**config.mk**
```make
export PLATFORM = sky130hd
export DESIGN_NAME = rtc_calendar
export DESIGN_NICKNAME = d
export VERILOG_FILES = /design/src/rtl/rtc_pkg.sv /design/src/rtl/rtc_tick_ctrl.sv /design/src/rtl/rtc_time_regs.sv /design/src/rtl/rtc_calendar.sv
export SDC_FILE = /design/constraint.sdc
export NUM_CORES = 1
export LEC_CHECK = 0
export CAP_MARGIN = 20
export CORE_ASPECT_RATIO = 1.2
export CORE_MARGIN = 4
export CORE_UTILIZATION = 55
export DETAILED_ROUTE_END_ITERATION = 7
export MAX_ROUTING_LAYER = met4
export PLACE_DENSITY = 0.89
export SLEW_MARGIN = 10
export SYNTH_ARGS = -nofsm -noshare
export SYNTH_HDL_FRONTEND = slang
export SYNTH_HIERARCHICAL = 1
export SYNTH_SLANG_ARGS = --single-unit
```
**constraint.sdc**
```tcl
create_clock -name clk -period 3.4 [get_ports clk]
set_input_delay 0.34 -clock clk [delete_from_list [all_inputs] [get_ports clk]]
set_output_delay 0.34 -clock clk [all_outputs]
set_load 0.005 [all_outputs]
```
**src/rtl/rtc_pkg.sv**
```systemverilog
package rtc_pkg;
  localparam int NUM_FIELDS  = 7;
  localparam int FIELD_W     = 8;
  localparam int FIELD_SEL_W = 3;
  localparam int TIME_VEC_W  = NUM_FIELDS * FIELD_W;

  typedef enum logic [FIELD_SEL_W-1:0] {
    F_SEC  = 3'd0,
    F_MIN  = 3'd1,
    F_HOUR = 3'd2,
    F_DATE = 3'd3,
    F_MON  = 3'd4,
    F_YEAR = 3'd5,
    F_DOW  = 3'd6
  } fieldSel_e;

  // Strobes passed from the control side to the register datapath.
  typedef struct packed {
    logic                   advance;
    logic                   load;
    logic [FIELD_SEL_W-1:0] field;
  } ctrlStrobe_t;

  function automatic logic [FIELD_W-1:0] fieldResetVal(input int idx);
    if (idx == int'(F_DATE) || idx == int'(F_MON)) return 8'h01;
    return 8'h00;
  endfunction

  function automatic logic [FIELD_W-1:0] fieldWriteMask(input int idx);
    if (idx == int'(F_DOW)) return 8'h07;
    return 8'hFF;
  endfunction

  // Adds one to a two-digit BCD value (no wrap check here).
  function automatic logic [FIELD_W-1:0] bcdStep(input logic [FIELD_W-1:0] v);
    if (v[3:0] >= 4'd9) return {v[7:4] + 4'd1, 4'd0};
    return {v[7:4], v[3:0] + 4'd1};
  endfunction
endpackage

```
**src/rtl/rtc_tick_ctrl.sv**
```systemverilog
module rtc_tick_ctrl
  import rtc_pkg::*;
#(
  parameter int TICK_HZ  = 32768,
  parameter int FAST_DIV = 8
) (
  input  logic                   clk,
  input  logic                   rstN,
  input  logic                   tickIn,
  input  logic                   wrEn,
  input  logic [FIELD_SEL_W-1:0] wrAddr,
  output ctrlStrobe_t            strb,
  output logic                   secPulse,
  output logic                   tonePulse
);
  localparam int CNT_W  = (TICK_HZ > 1) ? $clog2(TICK_HZ) : 1;
  localparam int FAST_W = (FAST_DIV > 1) ? $clog2(FAST_DIV) : 1;

  logic [CNT_W-1:0] subCnt;
  logic             lastTick;
  logic             loadHit;
  logic             fastEdge;
  logic             toneHit;

  assign lastTick = (subCnt == CNT_W'(TICK_HZ - 1));
  assign loadHit  = wrEn && (wrAddr < FIELD_SEL_W'(NUM_FIELDS));

  generate
    if (FAST_DIV == 1) begin : gFastAll
      assign fastEdge = 1'b1;
    end else begin : gFastDiv
      assign fastEdge = (subCnt[FAST_W-1:0] == FAST_W'(FAST_DIV - 1));
    end
  endgenerate

  assign toneHit      = tickIn && fastEdge && !loadHit;
  assign strb.advance = tickIn && lastTick && !loadHit;
  assign strb.load    = loadHit;
  assign strb.field   = wrAddr;

  always_ff @(posedge clk) begin
    if (!rstN) begin
      subCnt    <= '0;
      secPulse  <= 1'b0;
      tonePulse <= 1'b0;
    end else begin
      if (loadHit)     subCnt <= '0;
      else if (tickIn) subCnt <= lastTick ? '0 : subCnt + CNT_W'(1);
      secPulse  <= strb.advance;
      tonePulse <= toneHit;
    end
  end

  // Two advances can never be adjacent when a second spans many ticks.
  assert_sec_spacing_R2: assert property (@(posedge clk) disable iff (!rstN)
    strb.advance |=> !strb.advance);

  // A register load restarts the second, so no advance directly follows it.
  assert_load_restart_R8: assert property (@(posedge clk) disable iff (!rstN)
    strb.load |=> !strb.advance);

  // A second boundary always coincides with a fast-strobe boundary.
  assert_tone_aligned_R10: assert property (@(posedge clk) disable iff (!rstN)
    secPulse |-> tonePulse);
endmodule

```
**src/rtl/rtc_time_regs.sv**
```systemverilog
module rtc_time_regs
  import rtc_pkg::*;
(
  input  logic                   clk,
  input  logic                   rstN,
  input  ctrlStrobe_t            strb,
  input  logic [FIELD_W-1:0]     wrData,
  input  logic [FIELD_SEL_W-1:0] rdAddr,
  output logic [FIELD_W-1:0]     rdData,
  output logic [TIME_VEC_W-1:0]  timeVec
);
  logic [FIELD_W-1:0] fieldQ  [NUM_FIELDS];
  logic [FIELD_W-1:0] nextAdv [NUM_FIELDS];

  logic [6:0]         yearBin;
  logic               leapYear;
  logic [FIELD_W-1:0] lastDate;
  logic               secWrap, minWrap, hourWrap, dateWrap, monWrap;

  // Year is two BCD digits; the leap test runs on its binary value.
  assign yearBin  = {3'b000, fieldQ[F_YEAR][7:4]} * 7'd10 + {3'b000, fieldQ[F_YEAR][3:0]};
  assign leapYear = (yearBin[1:0] == 2'b00);

  always_comb begin
    case (fieldQ[F_MON])
      8'h02:                      lastDate = leapYear ? 8'h29 : 8'h28;
      8'h04, 8'h06, 8'h09, 8'h11: lastDate = 8'h30;
      default:                    lastDate = 8'h31;
    endcase
  end

  // Carry chain; >= comparisons recover from out-of-range host loads.
  assign secWrap  = (fieldQ[F_SEC]  >= 8'h59);
  assign minWrap  = secWrap  && (fieldQ[F_MIN]  >= 8'h59);
  assign hourWrap = minWrap  && (fieldQ[F_HOUR] >= 8'h23);
  assign dateWrap = hourWrap && (fieldQ[F_DATE] >= lastDate);
  assign monWrap  = dateWrap && (fieldQ[F_MON]  >= 8'h12);

  always_comb begin
    nextAdv[F_SEC]  = secWrap ? 8'h00 : bcdStep(fieldQ[F_SEC]);
    nextAdv[F_MIN]  = !secWrap ? fieldQ[F_MIN] :
                      (minWrap ? 8'h00 : bcdStep(fieldQ[F_MIN]));
    nextAdv[F_HOUR] = !minWrap ? fieldQ[F_HOUR] :
                      (hourWrap ? 8'h00 : bcdStep(fieldQ[F_HOUR]));
    nextAdv[F_DATE] = !hourWrap ? fieldQ[F_DATE] :
                      (dateWrap ? 8'h01 : bcdStep(fieldQ[F_DATE]));
    nextAdv[F_MON]  = !dateWrap ? fieldQ[F_MON] :
                      (monWrap ? 8'h01 : bcdStep(fieldQ[F_MON]));
    nextAdv[F_YEAR] = !monWrap ? fieldQ[F_YEAR] :
                      ((fieldQ[F_YEAR] >= 8'h99) ? 8'h00 : bcdStep(fieldQ[F_YEAR]));
    nextAdv[F_DOW]  = !hourWrap ? fieldQ[F_DOW] :
                      ((fieldQ[F_DOW] >= 8'h06) ? 8'h00 : fieldQ[F_DOW] + 8'h01);
  end

  genvar g;
  generate
    for (g = 0; g < NUM_FIELDS; g++) begin : gField
      logic [FIELD_W-1:0] q;
      always_ff @(posedge clk) begin
        if (!rstN)
          q <= fieldResetVal(g);
        else if (strb.load && (strb.field == FIELD_SEL_W'(g)))
          q <= wrData & fieldWriteMask(g);
        else if (strb.advance)
          q <= nextAdv[g];
      end
      assign fieldQ[g] = q;
      assign timeVec[g*FIELD_W +: FIELD_W] = q;
    end
  endgenerate

  assign rdData = (rdAddr < FIELD_SEL_W'(NUM_FIELDS)) ? fieldQ[rdAddr] : '0;

  // Seconds wrap from 59 back to 00.
  assert_sec_wrap_R3: assert property (@(posedge clk) disable iff (!rstN)
    (strb.advance && fieldQ[F_SEC] == 8'h59) |=> (fieldQ[F_SEC] == 8'h00));

  // Weekday 6 becomes 0 at midnight.
  assert_dow_wrap_R7: assert property (@(posedge clk) disable iff (!rstN)
    (strb.advance && fieldQ[F_SEC] == 8'h59 && fieldQ[F_MIN] == 8'h59 &&
     fieldQ[F_HOUR] == 8'h23 && fieldQ[F_DOW] == 8'h06) |=> (fieldQ[F_DOW] == 8'h00));

  // Leaving 29 February always lands on 01 March.
  assert_feb_exit_R5: assert property (@(posedge clk) disable iff (!rstN)
    (strb.advance && fieldQ[F_SEC] == 8'h59 && fieldQ[F_MIN] == 8'h59 &&
     fieldQ[F_HOUR] == 8'h23 && fieldQ[F_MON] == 8'h02 && fieldQ[F_DATE] == 8'h29)
    |=> (fieldQ[F_MON] == 8'h03 && fieldQ[F_DATE] == 8'h01));

  // End of year 99 wraps the whole calendar.
  assert_century_wrap_R6: assert property (@(posedge clk) disable iff (!rstN)
    (strb.advance && fieldQ[F_SEC] == 8'h59 && fieldQ[F_MIN] == 8'h59 &&
     fieldQ[F_HOUR] == 8'h23 && fieldQ[F_DATE] == 8'h31 &&
     fieldQ[F_MON] == 8'h12 && fieldQ[F_YEAR] == 8'h99)
    |=> (fieldQ[F_YEAR] == 8'h00 && fieldQ[F_MON] == 8'h01 && fieldQ[F_DATE] == 8'h01));

  // Without load or advance every register holds.
  assert_hold_R8: assert property (@(posedge clk) disable iff (!rstN)
    (!strb.load && !strb.advance) |=> $stable(timeVec));
endmodule

```
**src/rtl/rtc_calendar.sv**
```systemverilog
module rtc_calendar
  import rtc_pkg::*;
#(
  parameter int TICK_HZ  = 32768,
  parameter int FAST_DIV = 8
) (
  input  logic        clk,
  input  logic        rstN,
  input  logic        tickIn,
  input  logic        wrEn,
  input  logic [2:0]  addr,
  input  logic [7:0]  wrData,
  output logic [7:0]  rdData,
  output logic        secPulse,
  output logic        tonePulse,
  output logic [55:0] timeVec
);
  ctrlStrobe_t strb;

  rtc_tick_ctrl #(
    .TICK_HZ (TICK_HZ),
    .FAST_DIV(FAST_DIV)
  ) ctrl_i (
    .clk      (clk),
    .rstN     (rstN),
    .tickIn   (tickIn),
    .wrEn     (wrEn),
    .wrAddr   (addr),
    .strb     (strb),
    .secPulse (secPulse),
    .tonePulse(tonePulse)
  );

  rtc_time_regs regs_i (
    .clk    (clk),
    .rstN   (rstN),
    .strb   (strb),
    .wrData (wrData),
    .rdAddr (addr),
    .rdData (rdData),
    .timeVec(timeVec)
  );

  // Every second pulse shows a changed seconds byte.
  assert_pulse_change_R2: assert property (@(posedge clk) disable iff (!rstN)
    secPulse |-> !$stable(timeVec[7:0]));
endmodule

```
==> out/results.tsv <==
metric	value	unit
maxCapViolations	0	
multiInputGateArea	3360	um^2
synth_area_leader_cell	dfxtp_1	
crit_slowest_cell	or4b_4	
ant_nets	0	
port_buffers	80	
fin_crit_sh	99.5	%
ys_types	75	
grtUsageMet3	6.78	%
syn2layout_area_growth	22.3	%
htreeDepth	3	
coreArea	9030	um^2
slew_headroom	45.6	%
avgSynthCellArea	8.20	um^2
layout_common_cells	clkdlybuf4s50_1 (80), dfxtp_1 (70), nor2_1 (64)	
cts-hold-fix-buffers	0	
wl	16.5	mm
n_antenna_cell	0	
vias_per_cell	6.59	
required	3.70	ns
seq_area_frac_synth	28.7	%
hold_class	reg2reg	
synthTopCellsByArea	dfxtp_1 (29%), ha_1 (9.4%), nor2_1 (4.7%), o21ai_0 (4.6%), nand2_1 (3.8%)	
gr-usage-met2	49.7	%
powerDensity	292	nW/um^2
finalSetupViolCount	0	
use_met1	36.4	%
hpwlAfterDp	11.9	mm
dr.pass1.iters	5	
drt_iter0_markers	562	
netlist_instances	620	
num_rows	38	
critPathMaxStageDelay	0.50	ns
synth-async-reset-ratio	0	%
fp.dieH	113	um
cts_sinks	73	
grt_pass1_wl	26.1	mm
synth_seq_cells	73	
gp_congestion	0.977	
p_leak	2.24	nW
ys.flop_type	dfxtp_1	
io_pins	81	
final_common_cell	clkdlybuf4s50_1	
antenna_found_initial	0	
wire_per_inst	20.1	um
tritoncts	yes	
grt_pass1_vias	5180	
worst_pin_slew	0.809	ns
overflow	0	
cts_buffers	9	
critical_path_class	reg2reg	
syn-cell-area	5080	um^2
clkLatencyLatePin	0.38	ns
die_w	95.8	um
clkSlewWorstSetupHoldPaths	0.09	ns
root_buffer	clkbuf_8	
place_area	6020	um^2
hold_viol	0	
critPathLaunchType	flip-flop	
vias	5427	
finalClockSkew	0.0159	ns
period_minus_slack	3.38	ns
status	finished, final reports clean	
grt_max_degree	26	
final_nets	753	
syn_nets	673	
cts_max_path_buffers	2	
start_util	56.3	%
maxSlewViolCount	0	
worst_ir_drop_vdd	251	uV
end_kind	flip-flop	
cp_max_fo	5	
drive_above_1_share	10.8	%
fmax	0.295	GHz
grt_use_total	31.7	%
cp_cell_sequence	inv_1, ha_1, o211ai_1, a21oi_1, a31oi_1, nor3_2, a21oi_1, ha_1, or4b_4, a221oi_4, and2_4, o21ai_2, or4_1, a31oi_1	
yosys.area.top_type_share	28.7	%
arrival	3.68	ns
busiest_layer	met2	
yosys_warnings	6	
fill_cells	708	
holdWs	0.496	ns
dieArea	10900	um^2
stdcell_area	6220	um^2
seqCellArea	1470	um^2
synth_edf_count	0	
drcViolationCount	0	
==> cell families after synthesis <==
logic type / count (synthesis) / synth area share, %
adders and majority gates: 38 / 9.35
xor gates and xnor gates: 14 / 2.41
and+or+nand+nor: 230 / 23.6
buffers and inverters: 63 / 5.32
AOI/OAI and AO/OA: 173 / 22.7
DFF: 73 / 28.7
muxes: 29 / 7.90
==> Yosys cell counts (7+ instances only) <==
library cell,instances
nor3_1,13
mux4_2,8
inv_1,31
o21ai_0,47
nor2_1,64
or4_1,8
nand2_1,52
nor2b_1,7
mux2i_1,12
ha_1,38
clkbuf_1,21
xnor2_1,12
a21oi_1,38
nand4_1,9
dfxtp_1,73
a31oi_1,17
o21ai_1,12
mux2_2,9
nand3_1,25
==> flip-flops by register name, summed over array words and instances, names as in the netlist <==
register and flops:
ctrl_i/subCnt 15, regs_i/gField.q 56, ctrl_i/tonePulse 1, ctrl_i/secPulse 1
==> stage by stage <==
| stage | power (W) | setup slack, ns | std cells | util [%] | setup TNS (ns) |
|---|---|---|---|---|---|
| floorplan | 0.00107 | 0.243 | 620 | - | 0 |
| global placement | 0.00118 | 0.201 | 806 | 66.6 | 0 |
| detailed placement | 0.00119 | 0.0616 | 806 | 66.6 | 0 |
| CTS | 0.00180 | 0.0451 | 821 | 68.4 | 0 |
| global route | 0.00188 | -0.0757 | 824 | 68.9 | -0.252 |
| finish | 0.00181 | 0.0156 | 824 | 68.9 | 0 |
==> layer usage <==
layer | up-vias | wire, um
met5 | - | 0
met4 | 0 | 1050
met3 | 98 | 1520
met2 | 364 | 7760
met1 | 2525 | 6210
li1 | 2440 | -
==> timing repair <==
| item | CTS | global route |
|---|---|---|
| buffers inserted | 0 | 3 |
| endpoints found under the hold margin | 0 | 0 |
| endpoints found under the setup margin | 0 | 11 |
| resized for setup | 0 | 6 |
==> cell type report <==
| class | instances | share of cell area [%] |
|---|---|---|
| clock buffers | 9 | 1.99 |
| multi-input cells | 484 | 54.0 |
| flip-flops and latches | 73 | 23.6 |
| inverters | 31 | 1.87 |
| repair buffers | 101 | 15.4 |
| well taps | 120 | 2.41 |
| clock inverters | 6 | 0.704 |
==> where the power goes <==
| part | switching [W] | internal (W) | total [W] |
|---|---|---|---|
| registers | 0.0000392 | 0.000873 | 0.000913 |
| clock network | 0.000370 | 0.000263 | 0.000633 |
| logic | 0.000145 | 0.000124 | 0.000269 |
| total | 0.000554 | 0.00126 | 0.00181 |
==> final timing paths <==
kind	start	to	slack, ns	cells past startpoint
max	regs_i/gField[4].q[1]	regs_i/gField[4].q[4]	0.02	14
max reg2reg	regs_i/gField[4].q[1]	regs_i/gField[4].q[4]	0.02	14
min reg2reg	ctrl_i/subCnt[14]	ctrl_i/subCnt[14]	0.50	2
min	ctrl_i/subCnt[14]	ctrl_i/subCnt[14]	0.50	2
==> critical path, delay by kind of cell (launching register included) <==
| kind | cells | cell delay, ns |
|---|---|---|
| adder cells (fa/ha/maj) | 2 | 0.45 |
| flip-flops | 1 | 0.38 |
| AND/OR/NAND/NOR | 4 | 1.21 |
| buffers and inverters | 1 | 0.07 |
| AO/OA/AOI/OAI | 7 | 1.20 |
Power figures use the tool's default switching activity.
